$ cat src/rtl/irq_stat_pkg.sv
package irq_stat_pkg;

   localparam int unsigned STAT_W = 32;

   // positions that hold a sticky status flop
   localparam logic [STAT_W-1:0] IMPL_BITS  = 32'hC001_FFFE;
   // error class: 1,6,7,8,9,11,12,13,15
   localparam logic [STAT_W-1:0] ERR_BITS   = 32'h0000_BBC2;
   // completion class: 2,3,10,14
   localparam logic [STAT_W-1:0] DONE_BITS  = 32'h0000_440C;

   typedef enum logic [1:0] {
      SEL_CTRL  = 2'd0,
      SEL_MASK  = 2'd1,
      SEL_MSTAT = 2'd2,
      SEL_RAW   = 2'd3
   } reg_sel_e;

endpackage

$ cat src/rtl/irq_raw_stat.sv
module irq_raw_stat #(
   parameter int unsigned         W    = 32,
   parameter logic [W-1:0]        IMPL = '1
) (
   input  logic         clk,
   input  logic         rst_n,
   input  logic [W-1:0] evt_i,
   input  logic [W-1:0] clr_bits_i,
   output logic [W-1:0] stat_o
);

   logic [W-1:0] stat_q;

   for (genvar i = 0; i < W; i++) begin : g_bit
      always_ff @(posedge clk or negedge rst_n) begin
         if (!rst_n)
            stat_q[i] <= 1'b0;
         else if (IMPL[i])
            // event takes priority over the clear
            stat_q[i] <= evt_i[i] | (stat_q[i] & ~clr_bits_i[i]);
         else
            stat_q[i] <= 1'b0;
      end
   end

   assign stat_o = stat_q;


   evt_sets_chk: assert property (@(posedge clk) disable iff (!rst_n)
      (evt_i & IMPL) != '0 |=> (stat_o & $past(evt_i & IMPL)) == $past(evt_i & IMPL));


   clr_drops_chk: assert property (@(posedge clk) disable iff (!rst_n)
      clr_bits_i != '0 |=> (stat_o & $past(clr_bits_i & ~evt_i)) == '0);

endmodule

$ cat src/rtl/irq_cfg_regs.sv
module irq_cfg_regs #(
   parameter int unsigned  W    = 32,
   parameter logic [W-1:0] IMPL = '1
) (
   input  logic         clk,
   input  logic         rst_n,
   input  logic         ctrl_we_i,
   input  logic         en_d_i,
   input  logic         mask_we_i,
   input  logic [W-1:0] mask_d_i,
   output logic         en_o,
   output logic [W-1:0] mask_o
);

   logic         en_q;
   logic [W-1:0] mask_q;

   always_ff @(posedge clk or negedge rst_n) begin
      if (!rst_n) begin
         en_q   <= 1'b0;
         mask_q <= '0;
      end else begin
         if (ctrl_we_i) en_q   <= en_d_i;
         if (mask_we_i) mask_q <= mask_d_i & IMPL;
      end
   end

   assign en_o   = en_q;
   assign mask_o = mask_q;


   mask_hold_chk: assert property (@(posedge clk) disable iff (!rst_n)
      !mask_we_i |=> $stable(mask_o));

endmodule

$ cat src/rtl/irq_out_logic.sv
module irq_out_logic #(
   parameter int unsigned  W    = 32,
   parameter logic [W-1:0] ERR  = '0,
   parameter logic [W-1:0] DONE = '0
) (
   input  logic [W-1:0] raw_i,
   input  logic [W-1:0] mask_i,
   input  logic         en_i,
   output logic [W-1:0] masked_o,
   output logic         irq_o,
   output logic         err_o,
   output logic         done_o
);

   assign masked_o = raw_i & mask_i;
   assign irq_o    = en_i & (|masked_o);
   assign err_o    = |(raw_i & ERR);
   assign done_o   = |(raw_i & DONE);

endmodule

$ cat src/rtl/irq_stat_unit.sv
module irq_stat_unit
   import irq_stat_pkg::*;
#(
   parameter int unsigned       DATA_W    = STAT_W,
   parameter int unsigned       ADDR_W    = 4,
   parameter int unsigned       EN_BIT    = 4,
   parameter logic [DATA_W-1:0] IMPL_MAP  = IMPL_BITS,
   parameter logic [DATA_W-1:0] ERR_MAP   = ERR_BITS,
   parameter logic [DATA_W-1:0] DONE_MAP  = DONE_BITS
) (
   input  logic              clk,
   input  logic              rst_n,
   input  logic [DATA_W-1:0] evt_i,
   input  logic              wr_en_i,
   input  logic [ADDR_W-1:0] addr_i,
   input  logic [DATA_W-1:0] wdata_i,
   output logic [DATA_W-1:0] rdata_o,
   output logic              irq_o,
   output logic              err_sum_o,
   output logic              done_sum_o
);

   localparam int unsigned SEL_LSB = 2;
   localparam int unsigned TOP_LSB = SEL_LSB + 2;

   if (DATA_W != STAT_W) begin : g_bad_width
      $error("irq_stat_unit: DATA_W must equal the status word width");
   end
   if (ADDR_W < TOP_LSB) begin : g_bad_addr
      $error("irq_stat_unit: ADDR_W too small for four registers");
   end
   if (EN_BIT >= DATA_W) begin : g_bad_en
      $error("irq_stat_unit: EN_BIT outside the data word");
   end
   if (((ERR_MAP | DONE_MAP) & ~IMPL_MAP) != '0) begin : g_bad_map
      $error("irq_stat_unit: summary groups use unimplemented bits");
   end

   logic              hit;
   reg_sel_e          sel;
   logic [DATA_W-1:0] raw_q, mask_q, masked;
   logic              en_q;
   logic [DATA_W-1:0] clr_bits;

   assign hit = (addr_i[SEL_LSB-1:0] == '0) && ((addr_i >> TOP_LSB) == '0);
   assign sel = reg_sel_e'(addr_i[SEL_LSB +: 2]);

   assign clr_bits = (wr_en_i && hit && sel == SEL_RAW) ? wdata_i : '0;

   irq_raw_stat #(.W(DATA_W), .IMPL(IMPL_MAP)) u_raw (
      .clk        (clk),
      .rst_n      (rst_n),
      .evt_i      (evt_i),
      .clr_bits_i (clr_bits),
      .stat_o     (raw_q)
   );

   irq_cfg_regs #(.W(DATA_W), .IMPL(IMPL_MAP)) u_cfg (
      .clk       (clk),
      .rst_n     (rst_n),
      .ctrl_we_i (wr_en_i && hit && sel == SEL_CTRL),
      .en_d_i    (wdata_i[EN_BIT]),
      .mask_we_i (wr_en_i && hit && sel == SEL_MASK),
      .mask_d_i  (wdata_i),
      .en_o      (en_q),
      .mask_o    (mask_q)
   );

   irq_out_logic #(.W(DATA_W), .ERR(ERR_MAP), .DONE(DONE_MAP)) u_out (
      .raw_i    (raw_q),
      .mask_i   (mask_q),
      .en_i     (en_q),
      .masked_o (masked),
      .irq_o    (irq_o),
      .err_o    (err_sum_o),
      .done_o   (done_sum_o)
   );

   always_comb begin
      rdata_o = '0;
      if (hit) begin
         unique case (sel)
            SEL_CTRL:  rdata_o[EN_BIT] = en_q;
            SEL_MASK:  rdata_o = mask_q;
            SEL_MSTAT: rdata_o = masked;
            SEL_RAW:   rdata_o = raw_q;
            default:   rdata_o = '0;
         endcase
      end
   end


   irq_needs_en_chk: assert property (@(posedge clk) disable iff (!rst_n)
      irq_o |-> en_q);


   err_rise_chk: assert property (@(posedge clk) disable iff (!rst_n)
      $rose(err_sum_o) |-> ($past(evt_i) & ERR_MAP) != '0);


   done_rise_chk: assert property (@(posedge clk) disable iff (!rst_n)
      $rose(done_sum_o) |-> ($past(evt_i) & DONE_MAP) != '0);

endmodule

$ cat config.mk
export PLATFORM = sky130hd
export DESIGN_NAME = irq_stat_unit
export DESIGN_NICKNAME = d
export VERILOG_FILES = /design/src/rtl/irq_stat_pkg.sv /design/src/rtl/irq_raw_stat.sv /design/src/rtl/irq_cfg_regs.sv /design/src/rtl/irq_out_logic.sv /design/src/rtl/irq_stat_unit.sv
export SDC_FILE = /design/constraint.sdc
export NUM_CORES = 1
export LEC_CHECK = 0
export ABC_CLOCK_PERIOD_IN_PS = 3700
export BUFFER_PORTS_ARGS = -buffer_cell sky130_fd_sc_hd__clkbuf_2
export CELL_PAD_IN_SITES_DETAIL_PLACEMENT = 0
export CELL_PAD_IN_SITES_GLOBAL_PLACEMENT = 2
export CORE_ASPECT_RATIO = 0.7
export CORE_MARGIN = 10
export CORE_UTILIZATION = 28
export DETAILED_ROUTE_END_ITERATION = 12
export PLACE_DENSITY = 0.95
export SLEW_MARGIN = 10
export SYNTH_ARGS = -nofsm -noshare
export SYNTH_HDL_FRONTEND = slang
export SYNTH_SLANG_ARGS = --single-unit
$ cat constraint.sdc
create_clock -name clk -period 3.7 [get_ports clk]
set_clock_uncertainty 0.2 [all_clocks]
set_input_delay 0 -clock clk [delete_from_list [all_inputs] [get_ports clk]]
set_output_delay 0 -clock clk [all_outputs]
set_load 0.005 [all_outputs]
## Yosys cells after proc, flatten, opt, wreduce, memory -nomap -nowiden

Cells that the tools add are included.

- Bits in registers: 37
- Bits of input ports: 71
- Output and inout bits: 35
- Word-level logic and storage cells: 93

- Equal/unequal tests: 3
- Mux-type cells: 5
- Bitwise operators: 56
- Reductions and logical operators: 9

Operators by type and width:

| operator | number |
|---|---|
| one-hot mux 27 bit (3 select lines) | 1 |
| two-way mux 32 bit | 2 |
| bitwise AND 32 bit | 1 |
| OR reduction 32 bit | 1 |
| bitwise AND 1 bit | 19 |
| inverter 1 bit | 18 |
| OR 1 bit | 18 |
| one-hot mux 4 bit (3 select lines) | 1 |
| OR reduction 9 bit | 1 |
| equality test 2 bit (second input constant) | 2 |
| logical AND 1 bit | 4 |
| logical NOT 2 bit | 2 |
| one-hot mux 1 bit (4 select lines) | 1 |
| OR reduction 4 bit | 1 |
| equality test 2 x 1 -> 1 bit (second input constant) | 1 |

## Depth between registers and ports, before layout

Gate-level depths: netlist (run 1).

- Depth in word-level cells: 7
- Depth in mapped cells: 6
- Depth with buffers taken out: 4

## Cells and area by module

Synthesis (run 1) repeated with hierarchy kept, for this count alone.

- Cells, all modules: 327
- Area, all modules: 3,035.4 sq um

By module, submodules not included:

| module | instances | cells an instance | area an instance (sq um) | sequential area each (sq um) |
|---|---|---|---|---|
| irq_stat_unit | 1 | 153 | 1,077.3 | 0.0 |
| irq_cfg_regs | 1 | 55 | 867.1 | 475.5 |
| irq_raw_stat | 1 | 69 | 762.0 | 450.4 |
| irq_out_logic | 1 | 50 | 329.1 | 0.0 |

## Worst setup path before layout (run 1)

OpenSTA, ideal clock, no wires.

- Kind: register to output
- Start point: register u_cfg.mask_q[12], in the netlist u_cfg.mask_o[12]
- End point: output port irq_o
- Data arrival time: 1.102 ns
- Data required time: 3.500 ns
- Setup slack: 2.398 ns
- Stages on the path, launching flop included: 5
- Buffers on the path: 0
- Path through: dfrtp_1 > a22o_1 > a221oi_1 > nand4_1 > o21a_1

- Word-level cells in the longest chain between the ends: 3

RTL lines:

| element | line | RTL |
|---|---|---|
| start: declaration | irq_cfg_regs.sv:16 | `logic [W-1:0] mask_q;` |
| start signal: assignment | irq_cfg_regs.sv:24 | `if (mask_we_i) mask_q <= mask_d_i & IMPL;` |
| bitwise AND 32 bit | irq_out_logic.sv:15 | `assign masked_o = raw_i & mask_i;` |
| OR reduction 32 bit | irq_out_logic.sv:16 | `assign irq_o = en_i & (\|masked_o);` |
| bitwise AND 1 bit | irq_out_logic.sv:16 |  |
| end: declaration | irq_stat_unit.sv:18 | `output logic irq_o,` |

No other way between the ends.

## Worst setup path after layout (run 1)

- Start point: input port addr_i[2]
- End point: register u_raw.stat_q[16], in the netlist u_raw.stat_o[16]

- Word-level cells in the longest chain between the ends: 6

RTL lines:

| element | line | RTL |
|---|---|---|
| start: declaration | irq_stat_unit.sv:15 | `input logic [ADDR_W-1:0] addr_i,` |
| equality test 2 bit | irq_stat_unit.sv:48 | `assign clr_bits = (wr_en_i && hit && sel == SEL_RAW) ? wdata_i : '0;` |
| logical AND 1 bit | irq_stat_unit.sv:48 |  |
| two-way mux 32 bit | irq_stat_unit.sv:48 |  |
| inverter 1 bit | irq_raw_stat.sv:20 | `stat_q[i] <= evt_i[i] \| (stat_q[i] & ~clr_bits_i[i]);` |
| bitwise AND 1 bit | irq_raw_stat.sv:20 |  |
| OR 1 bit | irq_raw_stat.sv:20 |  |
| end signal: indexed assignment | irq_raw_stat.sv:20 |  |
| end: declaration | irq_raw_stat.sv:12 | `logic [W-1:0] stat_q;` |

No other way between the ends.
A chain may end at the register's enable or synchronous reset.

==> flow_summary.html, run 1 <==
<table>
<tr><th>Metric</th><th>Value</th></tr>
<tr><th colspan="2">Finish</th></tr>
<tr><td>Layout Nets</td><td>383</td></tr>
<tr><td>Antenna cells</td><td>0</td></tr>
<tr><td>Number of filler cells placed in the layout</td><td>682</td></tr>
<tr><td>Share of cells above drive strength 1</td><td>0.3003</td></tr>
<tr><td>Layout Area Growth over Synthesis</td><td>47.74%</td></tr>
<tr><th colspan="2">Power and ir drop</th></tr>
<tr><td>Sequential Power Share</td><td>0.476</td></tr>
<tr><td>Clock network power share</td><td>0.302</td></tr>
<tr><td>Pleak</td><td>0.001257 uW</td></tr>
<tr><td>Reported net switching power</td><td>298.6 uW</td></tr>
<tr><td>Switch share</td><td>0.2792</td></tr>
<tr><td>Internal power consumption</td><td>771.1 uW</td></tr>
<tr><td>Comb pwr share</td><td>0.222</td></tr>
<tr><td>Maximum ir drop on the vdd rail</td><td>0.1248 mV</td></tr>
<tr><td>Ratio of total power to cell area</td><td>354.2 nW/um^2</td></tr>
<tr><td>Post-layout total power</td><td>1070 uW</td></tr>
<tr><th colspan="2">Job</th></tr>
<tr><td>Number of max-cap violations</td><td>0</td></tr>
<tr><th colspan="2">Clock network</th></tr>
<tr><td>Clock root buffer</td><td>clkbuf_8</td></tr>
<tr><td>Number of CTS-inserted buffers</td><td>5</td></tr>
<tr><td>CTS tree</td><td>built</td></tr>
<tr><td>Level count of the clock H-tree</td><td>2</td></tr>
<tr><td>Post-CTS setup repair buffer count</td><td>0</td></tr>
<tr><td>Count of clock tree sinks</td><td>37</td></tr>
<tr><td>Clock tree buffer depth</td><td>2</td></tr>
<tr><td>Number of gates resized after cts</td><td>0</td></tr>
<tr><td>Worst-skew pair later-pin latency</td><td>0.28 ns</td></tr>
<tr><td>Clock slew at reported path FFs</td><td>0.08 ns</td></tr>
<tr><th colspan="2">Placed design</th></tr>
<tr><td>Detail Placement HPWL</td><td>4629 um</td></tr>
<tr><td>Buffers added on ports</td><td>63</td></tr>
<tr><td>Gpl congestion</td><td>0.7151</td></tr>
<tr><th colspan="2">Global route</th></tr>
<tr><td>Vias in the first global route</td><td>2071</td></tr>
<tr><td>Pin count of the biggest net entering global routing</td><td>38</td></tr>
<tr><td>First-pass GRT wire length</td><td>10700 um</td></tr>
<tr><td>Total global routing overflow</td><td>0</td></tr>
<tr><td>Initial antenna violation count</td><td>0</td></tr>
<tr><td>Aggregate global-route resource usage</td><td>0.1177</td></tr>
<tr><th colspan="2">Drt</th></tr>
<tr><td>Met2 WL</td><td>2979 um</td></tr>
<tr><td>Remaining antenna violation count</td><td>0</td></tr>
<tr><td>Via total after detailed routing</td><td>1876</td></tr>
<tr><td>Routed wl met3</td><td>516 um</td></tr>
<tr><td>Top layer used by detailed routing</td><td>met4</td></tr>
<tr><td>DR WL/cell</td><td>16.17 um</td></tr>
<tr><td>Average via count per standard cell</td><td>4.609</td></tr>
<tr><td>Metal1 wirelength</td><td>3066 um</td></tr>
<tr><td>Pre-Repair DR Iteration Count</td><td>4</td></tr>
<tr><td>DRC errors left</td><td>0</td></tr>
<tr><td>DRT iter0 DRCs</td><td>120</td></tr>
<tr><td>DRT Wirelength</td><td>6583 um</td></tr>
<tr><th colspan="2">Synth</th></tr>
<tr><td>Library cell with the largest summed area after synthesis</td><td>dfrtp_1</td></tr>
<tr><td>Main area contributors after synthesis</td><td>dfrtp_1 (45%), mux2_4 (7.3%), a21o_1 (6.6%)</td></tr>
<tr><td>Average cell area after synthesis</td><td>10.38 sq um</td></tr>
<tr><td>Post-synth ARST share</td><td>1.000</td></tr>
<tr><td>Share of synthesized area occupied by flip-flops and latches</td><td>0.4529</td></tr>
<tr><td>Top post-synthesis cells by count</td><td>dfrtp_1 (37), nand2_1 (36), a21o_1 (18)</td></tr>
<tr><td>Cell area after synthesis</td><td>2044 sq um</td></tr>
<tr><td>Library cells used by synthesis</td><td>30</td></tr>
<tr><td>Number of warnings issued by yosys</td><td>0</td></tr>
<tr><td>Most common flop cell mapped by yosys</td><td>dfrtp_1</td></tr>
<tr><td>Number of enable-type register cells in the synthesized netlist</td><td>0</td></tr>
<tr><td>Area share of the leading cell type in the synthesized netlist</td><td>0.4529</td></tr>
<tr><td>Synthesized netlist cell count</td><td>197</td></tr>
<tr><td>Most repeated cell in the gate-level netlist after synthesis</td><td>dfrtp_1</td></tr>
<tr><td>Number of synthesized register bits</td><td>37</td></tr>
<tr><th colspan="2">STA</th></tr>
<tr><td>Final worst path period share</td><td>0.5879</td></tr>
<tr><td>Final count of pins violating max slew</td><td>0</td></tr>
<tr><td>Transition time at the pin with the least slew margin</td><td>0.9617 ns</td></tr>
<tr><td>Minimum period implied by the final worst setup slack</td><td>2.175 ns</td></tr>
<tr><td>Maximum operating frequency</td><td>459.8 MHz</td></tr>
<tr><td>RSZ-0062 raised after global routing</td><td>no</td></tr>
<tr><td>Setup Viol. Count Final</td><td>0</td></tr>
<tr><td>Slew HR</td><td>0.3588</td></tr>
<tr><td>Setup TNS</td><td>0 ns</td></tr>
<tr><td>Final hold viol count</td><td>0</td></tr>
<tr><th colspan="2">Setup path</th></tr>
<tr><td>Type of the worst setup path</td><td>in -&gt; reg</td></tr>
<tr><td>Required time of the critical path</td><td>3.67 ns</td></tr>
<tr><td>Maximum fanout count along the critical path</td><td>24</td></tr>
<tr><td>Startpoint type of the worst setup path</td><td>input port</td></tr>
<tr><td>Worst path arrival time</td><td>2.15 ns</td></tr>
<tr><td>Launch point of the critical path</td><td>addr_i[2]</td></tr>
<tr><td>Start of the worst register-to-register path</td><td>u_cfg.en_o$_DFFE_PN0P_</td></tr>
<tr><td>Type of destination of the critical path</td><td>flip-flop</td></tr>
<tr><th colspan="2">Floorplanning</th></tr>
<tr><td>Effective utilization at floorplan</td><td>0.2957</td></tr>
<tr><td>Total number of placement rows</td><td>25</td></tr>
<tr><td>Area inside the core boundary</td><td>6913 sq um</td></tr>
<tr><td>Die Ht</td><td>91.49 um</td></tr>
<tr><td>Number of top-level pins</td><td>106</td></tr>
<tr><td>Die X</td><td>122.1 um</td></tr>
<tr><td>Area of the die</td><td>11170 sq um</td></tr>
<tr><th colspan="2">Run status</th></tr>
<tr><td>Result of the run</td><td>finished clean</td></tr>
<tr><th colspan="2">Hold path</th></tr>
<tr><td>Type of the most critical hold path</td><td>in -&gt; async</td></tr>
</table>
[worst max-delay path, cell delays in order]
cell and delay [ns]:
clkbuf_2 0.43, and4_1 0.81, nand2_1 0.13, a21o_1 0.21, dlygate4sd3_1 0.56
[cells in the final DEF (no fill, tap or decap), types with 5 or more instances in the layout]
cell type	netlist	routed
a21o_1	18	18
a21oi_1	17	17
a22oi_1	5	5
clkbuf_2	0	63
clkbuf_8	0	7
conb_1	1	14
dfrtp_1	37	37
dlygate4sd3_1	0	56
mux2_2	9	9
mux2_4	10	10
nand2_1	36	36
o211ai_1	17	17
[cell families (layout without fill, tap and decap cells)]
kind of cell / count (synthesis) / in the layout / synth area share
buf+inv: 25 / 128 / 0.08751
flops: 37 / 37 / 0.4529
other cells: 1 / 14 / 0.001834
simple gates: 50 / 50 / 0.1157
mux: 19 / 19 / 0.1230
compound gates: 65 / 65 / 0.2191
[routing by layer]
metal,global-route usage,vias to the layer above
li1,-,920
met1,0.1568,894
met2,0.1807,60
met3,0.04143,2
met4,0.01957,0
met5,0,-
[per-stage QoR]
step / instance area, sq um / hold WS (ns) / utilization / instances / worst slack [ns]
finish: 3020 / 0.2003 / 0.4369 / 407 / 1.525
global route: 3020 / 0.2210 / 0.4369 / 407 / 1.433
CTS: 3020 / 0.2147 / 0.4369 / 407 / 1.531
detailed placement: 2355 / -0.01654 / 0.3406 / 343 / 1.671
global placement: 2355 / -0.02043 / 0.3406 / 343 / 1.659
floorplan: 2093 / -0.4956 / - / 210 / 2.398
[flip-flops by register name, indices dropped and copies added, names as in the netlist]
| signal | count |
|---|---|
| u_cfg.mask_o | 18 |
| u_cfg.en_o | 1 |
| u_raw.stat_o | 18 |
[cell type report]
type | count | area, sq um | share of cell area
clock buffers | 7 | 96.34 | 0.03190
clock inverters | 1 | 8.758 | 0.002900
multi-input cells | 148 | 988.4 | 0.3273
flip-flops and latches | 37 | 925.9 | 0.3065
well taps | 94 | 117.6 | 0.03894
repair buffers | 120 | 883.3 | 0.2925
[worst paths after layout]
check | slack (ns) | end | cells after the start
min in group clk | 0.21 | u_cfg.mask_o[3]$_DFFE_PN0P_ | 3
setup reg to reg | 2.17 | u_cfg.en_o$_DFFE_PN0P_ | 2
max in group asynchronous | 2.50 | u_cfg.mask_o[8]$_DFFE_PN0P_ | 2
hold / removal | 0.20 | u_raw.stat_o[14]$_DFF_PN0_ | 2
setup / recovery | 1.52 | u_raw.stat_o[16]$_DFF_PN0_ | 5
hold reg to reg | 0.37 | u_cfg.mask_o[5]$_DFFE_PN0P_ | 1
[timing repair]
action | in CTS | in global routing
endpoints found under the hold margin | 74 | 0
setup endpoints to repair | 0 | 0
hold buffers | 56 | 0
[power groups by stage]
stage	registers, uW	logic (uW)	clock network (uW)
floorplan	501	144	0
global placement	514	196	0
detailed placement	517	201	0
CTS	510	240	332
global route	519	264	357
finish	510	237	323
(Power assumes the default switching activity.)
==> run 2, diff against run 1 <==
- ABC_CLOCK_PERIOD_IN_PS: 3700 -> 1800
- CORE_UTILIZATION: 28 -> 23
- PLACE_DENSITY: 0.95 -> 0.86
- clock period: 3.7 -> 1.8 ns (I/O delays scaled with it)
==> run 2 against run 1 <==
Against the previous run: largest power group unchanged; highest routed layer unchanged; via count grew 2.6%; worst hold slack lost 0.19 ns; power rose by 130%; register-to-register slack lost 2.0 ns; combinational power is 120% higher; global-route usage is 1.3 points lower; first-iteration DRC count is 32% lower; non-clock buffer count grew 12.
==> flow_summary.html, run 2 (synthesized netlist as in run 1, its figures left out) <==
<table>
<tr><th>Metric</th><th>Value</th></tr>
<tr><th colspan="2">Finish</th></tr>
<tr><td>Number of filler cells placed in the layout</td><td>880 (+29%)</td></tr>
<tr><td>Post-route cell area</td><td>3208 sq um (+6.2%)</td></tr>
<tr><td>Layout Nets</td><td>395 (+3.1%)</td></tr>
<tr><td>Most common cell after layout, fill and taps aside</td><td>clkbuf_2</td></tr>
<tr><td>Layout Area Growth over Synthesis</td><td>56.92%</td></tr>
<tr><td>Share of cells above drive strength 1</td><td>0.3323 (+0.03199)</td></tr>
<tr><td>Commonest non-fill, non-tap cells in the layout</td><td>clkbuf_2 (63), dlygate4sd3_1 (56), dfrtp_1 (37)</td></tr>
<tr><td>Antenna cells</td><td>0 (unchanged)</td></tr>
<tr><th colspan="2">Floorplanning</th></tr>
<tr><td>Area inside the core boundary</td><td>8548 sq um (+24%)</td></tr>
<tr><td>Total number of placement rows</td><td>28 (+12%)</td></tr>
<tr><td>Die X</td><td>132.7 um (+8.6%)</td></tr>
<tr><td>Area of the die</td><td>13120 sq um (+17%)</td></tr>
<tr><td>Effective utilization at floorplan</td><td>0.2392 (-0.05658)</td></tr>
<tr><td>Die Ht</td><td>98.88 um (+8.1%)</td></tr>
<tr><td>Number of top-level pins</td><td>106 (unchanged)</td></tr>
<tr><th colspan="2">STA</th></tr>
<tr><td>Final hold viol count</td><td>0 (unchanged)</td></tr>
<tr><td>Setup Viol. Count Final</td><td>0 (unchanged)</td></tr>
<tr><td>Crit path setup slack, layout</td><td>0.05531 ns (-1.470 ns)</td></tr>
<tr><td>RSZ-0062 raised after global routing</td><td>yes</td></tr>
<tr><td>Final worst path period share</td><td>0.9693</td></tr>
<tr><td>Maximum operating frequency</td><td>573.2 MHz</td></tr>
<tr><td>Minimum period implied by the final worst setup slack</td><td>1.745 ns</td></tr>
<tr><td>Final hold slack</td><td>0.01475 ns (-0.1855 ns)</td></tr>
<tr><td>Final count of pins violating max slew</td><td>0 (unchanged)</td></tr>
<tr><th colspan="2">Drt</th></tr>
<tr><td>Average via count per standard cell</td><td>4.324 (-6.2%)</td></tr>
<tr><td>DRT iter0 DRCs</td><td>82 (-32%)</td></tr>
<tr><td>Via total after detailed routing</td><td>1924 (+2.6%)</td></tr>
<tr><td>DRT Wirelength</td><td>7003 um (+6.4%)</td></tr>
<tr><td>DRC errors left</td><td>0 (unchanged)</td></tr>
<tr><td>DR WL/cell</td><td>15.74 um (-2.7%)</td></tr>
<tr><td>Pre-Repair DR Iteration Count</td><td>4 (unchanged)</td></tr>
<tr><td>Remaining antenna violation count</td><td>0 (unchanged)</td></tr>
<tr><th colspan="2">Setup path</th></tr>
<tr><td>Largest incremental delay on the critical path</td><td>0.39 ns (-0.42 ns)</td></tr>
<tr><td>Type of destination of the critical path</td><td>output port</td></tr>
<tr><td>Required time of the critical path</td><td>1.60 ns (-2.07 ns)</td></tr>
<tr><td>Top delay family on crit path</td><td>compound AO/OA/AOI/OAI gates</td></tr>
<tr><td>Slowest stage cell, crit path</td><td>dfrtp_1</td></tr>
<tr><td>Depth of the worst register-to-register path</td><td>3 (+1)</td></tr>
<tr><td>Type of the worst setup path</td><td>reg -&gt; out</td></tr>
<tr><td>Maximum fanout count along the critical path</td><td>2 (-92%)</td></tr>
<tr><td>Crit path cell chain</td><td>a22o_1, a221oi_2, nand4_1, o21a_1, clkbuf_2</td></tr>
<tr><td>Total stage count of the critical path</td><td>5 (unchanged)</td></tr>
<tr><td>Worst path arrival time</td><td>1.54 ns (-0.61 ns)</td></tr>
<tr><td>CP bufs+invs</td><td>1 (-1)</td></tr>
<tr><td>Startpoint type of the worst setup path</td><td>flip-flop</td></tr>
<tr><th colspan="2">Clock network</th></tr>
<tr><td>Level count of the clock H-tree</td><td>2 (unchanged)</td></tr>
<tr><td>Clock root buffer</td><td>clkbuf_16</td></tr>
<tr><td>Number of CTS-inserted buffers</td><td>5 (unchanged)</td></tr>
<tr><td>Count of clock tree sinks</td><td>37 (unchanged)</td></tr>
<tr><td>Clock slew at reported path FFs</td><td>0.05 ns (-0.03 ns)</td></tr>
<tr><td>Worst-skew pair later-pin latency</td><td>0.28 ns (about the same)</td></tr>
<tr><td>CTS tree</td><td>built</td></tr>
<tr><td>Clock tree buffer depth</td><td>2 (unchanged)</td></tr>
<tr><th colspan="2">Power and ir drop</th></tr>
<tr><td>Pleak</td><td>0.001342 uW (+6.7%)</td></tr>
<tr><td>Ratio of total power to cell area</td><td>775.8 nW/um^2 (+120%)</td></tr>
<tr><td>Maximum ir drop on the vdd rail</td><td>0.4243 mV (+240%)</td></tr>
<tr><th colspan="2">Job</th></tr>
<tr><td>Number of max-cap violations</td><td>0 (unchanged)</td></tr>
<tr><th colspan="2">Placed design</th></tr>
<tr><td>Detail Placement HPWL</td><td>5071 um (+9.5%)</td></tr>
<tr><td>Gpl congestion</td><td>0.7803 (+9.1%)</td></tr>
<tr><td>Pre-CTS setup slack</td><td>0.1957 ns (-1.475 ns)</td></tr>
<tr><td>Buffers added on ports</td><td>63 (unchanged)</td></tr>
<tr><td>Placed Area</td><td>2432 sq um (+3.3%)</td></tr>
<tr><th colspan="2">Run status</th></tr>
<tr><td>Result of the run</td><td>finished clean</td></tr>
<tr><th colspan="2">Global route</th></tr>
<tr><td>Initial antenna violation count</td><td>0 (unchanged)</td></tr>
<tr><td>Aggregate global-route resource usage</td><td>0.1044 (-0.01328)</td></tr>
<tr><td>First-pass GRT wire length</td><td>11120 um (+4.0%)</td></tr>
<tr><td>Total global routing overflow</td><td>0 (unchanged)</td></tr>
<tr><td>Pin count of the biggest net entering global routing</td><td>38 (unchanged)</td></tr>
<tr><td>Vias in the first global route</td><td>2057 (-0.68%)</td></tr>
<tr><th colspan="2">Hold path</th></tr>
<tr><td>Type of the most critical hold path</td><td>in -&gt; reg</td></tr>
<tr><td>Number of stages on the worst hold path</td><td>5</td></tr>
</table>
-- run 2: timing repair --
action	in CTS	in global routing
hold endpoints to repair	74	0
buffers inserted	4	2
resized for setup	1	1
hold buffers	56	0
setup endpoints to repair	1	1
pin swaps	0	2
-- run 2: path summary, 6_finish.rpt --
path                                         startpoint                            to  slack, ns
max in group asynchronous                         rst_n     u_raw.stat_o[4]$_DFF_PN0_       0.94
hold / removal                                addr_i[1]        u_cfg.en_o$_DFFE_PN0P_       0.01
min in group asynchronous                         rst_n  u_cfg.mask_o[31]$_DFFE_PN0P_       0.13
setup reg to reg              u_raw.stat_o[9]$_DFF_PN0_     u_raw.stat_o[9]$_DFF_PN0_       0.21
setup / recovery           u_cfg.mask_o[12]$_DFFE_PN0P_                         irq_o       0.06
hold reg to reg             u_cfg.mask_o[6]$_DFFE_PN0P_   u_cfg.mask_o[6]$_DFFE_PN0P_       0.35
-- run 2: stage by stage --
step           utilization  total power, uW  cells   TNS, ns
3_3_place_gp        0.2845             1476    375         0
2_1_floorplan            -             1325    210         0
4_1_cts             0.3728             2507    443         0
5_1_grt             0.3753             2612    445  -0.03449
6_report            0.3753             2489    445         0
3_5_place_dp        0.2845             1487    375         0
-- run 2: layer usage --
| layer | vias to the layer above | part of all wire | global-route usage |
|---|---|---|---|
| met1 | 927 | 0.51 | 0.1422 |
| li1 | 941 | - | - |
| met3 | 5 | 0.050 | 0.03043 |
| met2 | 51 | 0.44 | 0.1585 |
| met4 | 0 | 0.0061 | 0.02530 |
| met5 | - | 0 | 0 |
-- run 2: cell type report --
type | instances | area [sq um] | area share
clock buffer | 7 | 152.6 | 0.04758
tap | 120 | 150.1 | 0.04680
sequential | 37 | 925.9 | 0.2886
multi-input combinational | 148 | 1001 | 0.3120
timing repair buffer | 132 | 973.4 | 0.3034
clock inverter | 1 | 5.005 | 0.001560
-- run 2: worst reg2reg max path, cell delays in order (launching register included) --
cell and delay [ns]:
dfrtp_1 0.40, buf_4 0.15, a21o_1 0.16, dlygate4sd3_1 0.57
-- run 2: where the power goes --
| group | total, uW | switching [uW] | internal [uW] |
|---|---|---|---|
| clock network | 907 | 322 | 586 |
| registers | 1050 | 111 | 938 |
| logic | 533 | 212 | 321 |
| total | 2490 | 644 | 1840 |
==> run 3, diff against run 2 <==
- CELL_PAD_IN_SITES_DETAIL_PLACEMENT: 0 -> not set
- CELL_PAD_IN_SITES_GLOBAL_PLACEMENT: 2 -> not set
- CORE_UTILIZATION: 23 -> 41
- PLACE_DENSITY: 0.86 -> 0.87
==> run 3 against run 2 <==
Against the previous run: the run now ends with negative hold slack left; non-clock buffer count fell by 3; via count rose by 1.4%; register-to-register slack improved by 0.02 ns; power fell by 6.9%; global-route usage rose by 5.5 points; highest routed layer unchanged.
==> flow_summary.html, run 3 (synthesized netlist as in run 1, its figures left out) <==
<table>
<tr><th>Metric</th><th>Value</th></tr>
<tr><th colspan="2">Setup path</th></tr>
<tr><td>Largest incremental delay on the critical path</td><td>0.41 ns (+0.02 ns)</td></tr>
<tr><td>Crit path cell chain</td><td>a22o_1, a221oi_2, nand4_1, o21a_1, clkbuf_2</td></tr>
<tr><td>Type of destination of the critical path</td><td>output port</td></tr>
<tr><td>Launch point of the critical path</td><td>u_cfg.mask_o[12]$_DFFE_PN0P_</td></tr>
<tr><td>Required time of the critical path</td><td>1.60 ns (about the same)</td></tr>
<tr><td>Setup slack of the worst register-to-register path</td><td>0.23 ns (+0.02 ns)</td></tr>
<tr><td>Type of the worst setup path</td><td>reg -&gt; out</td></tr>
<tr><td>Start of the worst register-to-register path</td><td>u_raw.stat_o[12]$_DFF_PN0_</td></tr>
<tr><td>Slowest stage cell, crit path</td><td>dfrtp_1</td></tr>
<tr><td>Worst path arrival time</td><td>1.54 ns (about the same)</td></tr>
<tr><td>Startpoint type of the worst setup path</td><td>flip-flop</td></tr>
<tr><td>Depth of the worst register-to-register path</td><td>3 (unchanged)</td></tr>
<tr><td>End of the worst register-to-register path</td><td>u_raw.stat_o[12]$_DFF_PN0_</td></tr>
<tr><td>Maximum fanout count along the critical path</td><td>2 (unchanged)</td></tr>
<tr><th colspan="2">Finish</th></tr>
<tr><td>Layout Nets</td><td>392 (-0.76%)</td></tr>
<tr><td>Post-route cell area</td><td>3095 sq um (-3.5%)</td></tr>
<tr><td>Share of cells above drive strength 1</td><td>0.3230 (-0.009326)</td></tr>
<tr><td>Number of filler cells placed in the layout</td><td>391 (-56%)</td></tr>
<tr><td>Most common cell after layout, fill and taps aside</td><td>clkbuf_2</td></tr>
<tr><td>Layout Area Growth over Synthesis</td><td>51.41%</td></tr>
<tr><td>Commonest non-fill, non-tap cells in the layout</td><td>clkbuf_2 (63), dlygate4sd3_1 (56), dfrtp_1 (37)</td></tr>
<tr><th colspan="2">Floorplanning</th></tr>
<tr><td>Area inside the core boundary</td><td>4808 sq um (-44%)</td></tr>
<tr><td>Die Ht</td><td>79.08 um (-20%)</td></tr>
<tr><td>Effective utilization at floorplan</td><td>0.4252 (+0.1860)</td></tr>
<tr><td>Number of top-level pins</td><td>106 (unchanged)</td></tr>
<tr><td>Die X</td><td>104.4 um (-21%)</td></tr>
<tr><td>Total number of placement rows</td><td>21 (-25%)</td></tr>
<tr><td>Area of the die</td><td>8256 sq um (-37%)</td></tr>
<tr><th colspan="2">STA</th></tr>
<tr><td>Crit path setup slack, layout</td><td>0.05906 ns (+0.003757 ns)</td></tr>
<tr><td>Minimum period implied by the final worst setup slack</td><td>1.741 ns (-0.003757 ns)</td></tr>
<tr><td>Setup Viol. Count Final</td><td>0 (unchanged)</td></tr>
<tr><td>Final hold slack</td><td>-0.004908 ns (-0.01966 ns)</td></tr>
<tr><td>Final worst path period share</td><td>0.9672 (-0.002087)</td></tr>
<tr><td>Final hold viol count</td><td>5 (+5)</td></tr>
<tr><td>Maximum operating frequency</td><td>574.4 MHz (+0.22%)</td></tr>
<tr><td>Transition time at the pin with the least slew margin</td><td>0.5184 ns</td></tr>
<tr><td>Final count of pins violating max slew</td><td>0 (unchanged)</td></tr>
<tr><td>Slew HR</td><td>0.6544</td></tr>
<tr><td>RSZ-0062 raised after global routing</td><td>yes</td></tr>
<tr><td>Setup TNS</td><td>0 ns (unchanged)</td></tr>
<tr><th colspan="2">Placed design</th></tr>
<tr><td>Buffers added on ports</td><td>63 (unchanged)</td></tr>
<tr><td>Pre-CTS setup slack</td><td>0.2737 ns (+0.07795 ns)</td></tr>
<tr><td>Gpl congestion</td><td>0.7963 (+2.1%)</td></tr>
<tr><td>Placed Area</td><td>2374 sq um (-2.4%)</td></tr>
<tr><td>Detail Placement HPWL</td><td>4412 um (-13%)</td></tr>
<tr><th colspan="2">Power and ir drop</th></tr>
<tr><td>Comb pwr share</td><td>0.224 (+0.010)</td></tr>
<tr><td>Clock network power share</td><td>0.325 (-0.040)</td></tr>
<tr><td>Maximum ir drop on the vdd rail</td><td>0.6370 mV (+50%)</td></tr>
<tr><td>Sequential Power Share</td><td>0.451 (+0.030)</td></tr>
<tr><td>Post-layout total power</td><td>2318 uW (-6.9%)</td></tr>
<tr><td>Ratio of total power to cell area</td><td>749.0 nW/um^2 (-3.5%)</td></tr>
<tr><td>Switch share</td><td>0.2647 (+0.005792)</td></tr>
<tr><td>Pleak</td><td>0.001310 uW (-2.3%)</td></tr>
<tr><td>Internal power consumption</td><td>1705 uW (-7.6%)</td></tr>
<tr><td>Reported net switching power</td><td>613.6 uW (-4.8%)</td></tr>
<tr><th colspan="2">Drt</th></tr>
<tr><td>DRT Wirelength</td><td>6417 um (-8.4%)</td></tr>
<tr><td>Average via count per standard cell</td><td>4.977 (+15%)</td></tr>
<tr><td>DRT iter0 DRCs</td><td>133 (+62%)</td></tr>
<tr><td>Via total after detailed routing</td><td>1951 (+1.4%)</td></tr>
<tr><td>DR WL/cell</td><td>16.37 um (+4.0%)</td></tr>
<tr><td>Pre-Repair DR Iteration Count</td><td>4 (unchanged)</td></tr>
<tr><td>DRC errors left</td><td>0 (unchanged)</td></tr>
<tr><td>Remaining antenna violation count</td><td>0 (unchanged)</td></tr>
<tr><th colspan="2">Clock network</th></tr>
<tr><td>Worst-skew pair later-pin latency</td><td>0.30 ns (+0.02 ns)</td></tr>
<tr><td>Clock slew at reported path FFs</td><td>0.08 ns (+0.03 ns)</td></tr>
<tr><td>Count of clock tree sinks</td><td>37 (unchanged)</td></tr>
<tr><td>CTS tree</td><td>built</td></tr>
<tr><td>Number of CTS-inserted buffers</td><td>5 (unchanged)</td></tr>
<tr><td>Level count of the clock H-tree</td><td>2 (unchanged)</td></tr>
<tr><td>Clock tree buffer depth</td><td>2 (unchanged)</td></tr>
<tr><td>Clock root buffer</td><td>clkbuf_8</td></tr>
<tr><th colspan="2">Job</th></tr>
<tr><td>Number of max-cap violations</td><td>0 (unchanged)</td></tr>
<tr><th colspan="2">Global route</th></tr>
<tr><td>Aggregate global-route resource usage</td><td>0.1590 (+0.05455)</td></tr>
<tr><td>Pin count of the biggest net entering global routing</td><td>22 (-42%)</td></tr>
<tr><td>Total global routing overflow</td><td>0 (unchanged)</td></tr>
<tr><td>Vias in the first global route</td><td>2085 (+1.4%)</td></tr>
<tr><td>Initial antenna violation count</td><td>0 (unchanged)</td></tr>
<tr><td>First-pass GRT wire length</td><td>10740 um (-3.4%)</td></tr>
<tr><th colspan="2">Run status</th></tr>
<tr><td>Result of the run</td><td>finished with violations</td></tr>
<tr><td>Violated checks</td><td>negative hold slack</td></tr>
<tr><th colspan="2">Hold path</th></tr>
<tr><td>Type of the most critical hold path</td><td>in -&gt; async</td></tr>
</table>
==> run 3: worst max-delay path by stage <==
stage | endpoint | slack [ns] | cells past startpoint
3_3_place_gp | irq_o | 0.26 | 5
5_1_grt | irq_o | -0.02 | 5
6_report | irq_o | 0.06 | 5
2_1_floorplan | irq_o | 0.50 | 4
3_5_place_dp | irq_o | 0.27 | 5
4_1_cts | irq_o | 0.005 | 5
==> run 3: area by class of cell <==
class                           instances  area (sq um)  share of cell area
Timing Repair Buffer                  129         963.4              0.3112
Antenna cell                            1         2.502           0.0008084
Tap cell                               69         86.33             0.02789
Clock buffer                            7         86.33             0.02789
Multi-Input combinational cell        148          1001              0.3234
Clock inverter                          1         30.03            0.009701
Sequential cell                        37         925.9              0.2991
==> run 3: worst max-delay path: cells and delay by family (launching register included) <==
kind                   cells  cell delay, ns
AO/OA/AOI/OAI              3            0.61
buffers and inverters      1            0.11
flip-flops                 1            0.41
AND/OR/NAND/NOR            1            0.11
==> run 3: timing repair <==
action / 4_1_cts / 5_1_grt
buffers inserted: 4 / 0
cloned: 0 / 0
hold endpoints to repair: 74 / 0
pin swaps: 0 / 2
gates resized for setup: 1 / 1
setup endpoints to repair: 1 / 1
hold buffers: 56 / 0
==> run 3: through the flow <==
stage / cells / util
after floorplan: 210 / -
after global placement: 323 / 0.4936
after detailed placement: 323 / 0.4936
after CTS: 391 / 0.6419
after global routing: 391 / 0.6432
final: 392 / 0.6438
==> run 3: power by group through the flow <==
stage | Combinational [uW] | Clock, uW | Sequential [uW]
6_report | 519 | 755 | 1050
5_1_grt | 571 | 790 | 1070
4_1_cts | 516 | 761 | 1040
3_5_place_dp | 417 | 0 | 1060
3_3_place_gp | 406 | 0 | 1050
2_1_floorplan | 295 | 0 | 1030
==> run 3: metal layers <==
layer | up-vias | part of all wire | global-route usage
met5 | - | 0 | 0
met4 | 0 | 0.013 | 0.05540
met3 | 9 | 0.066 | 0.04516
met2 | 78 | 0.47 | 0.2566
met1 | 923 | 0.45 | 0.2006
li1 | 941 | - | -
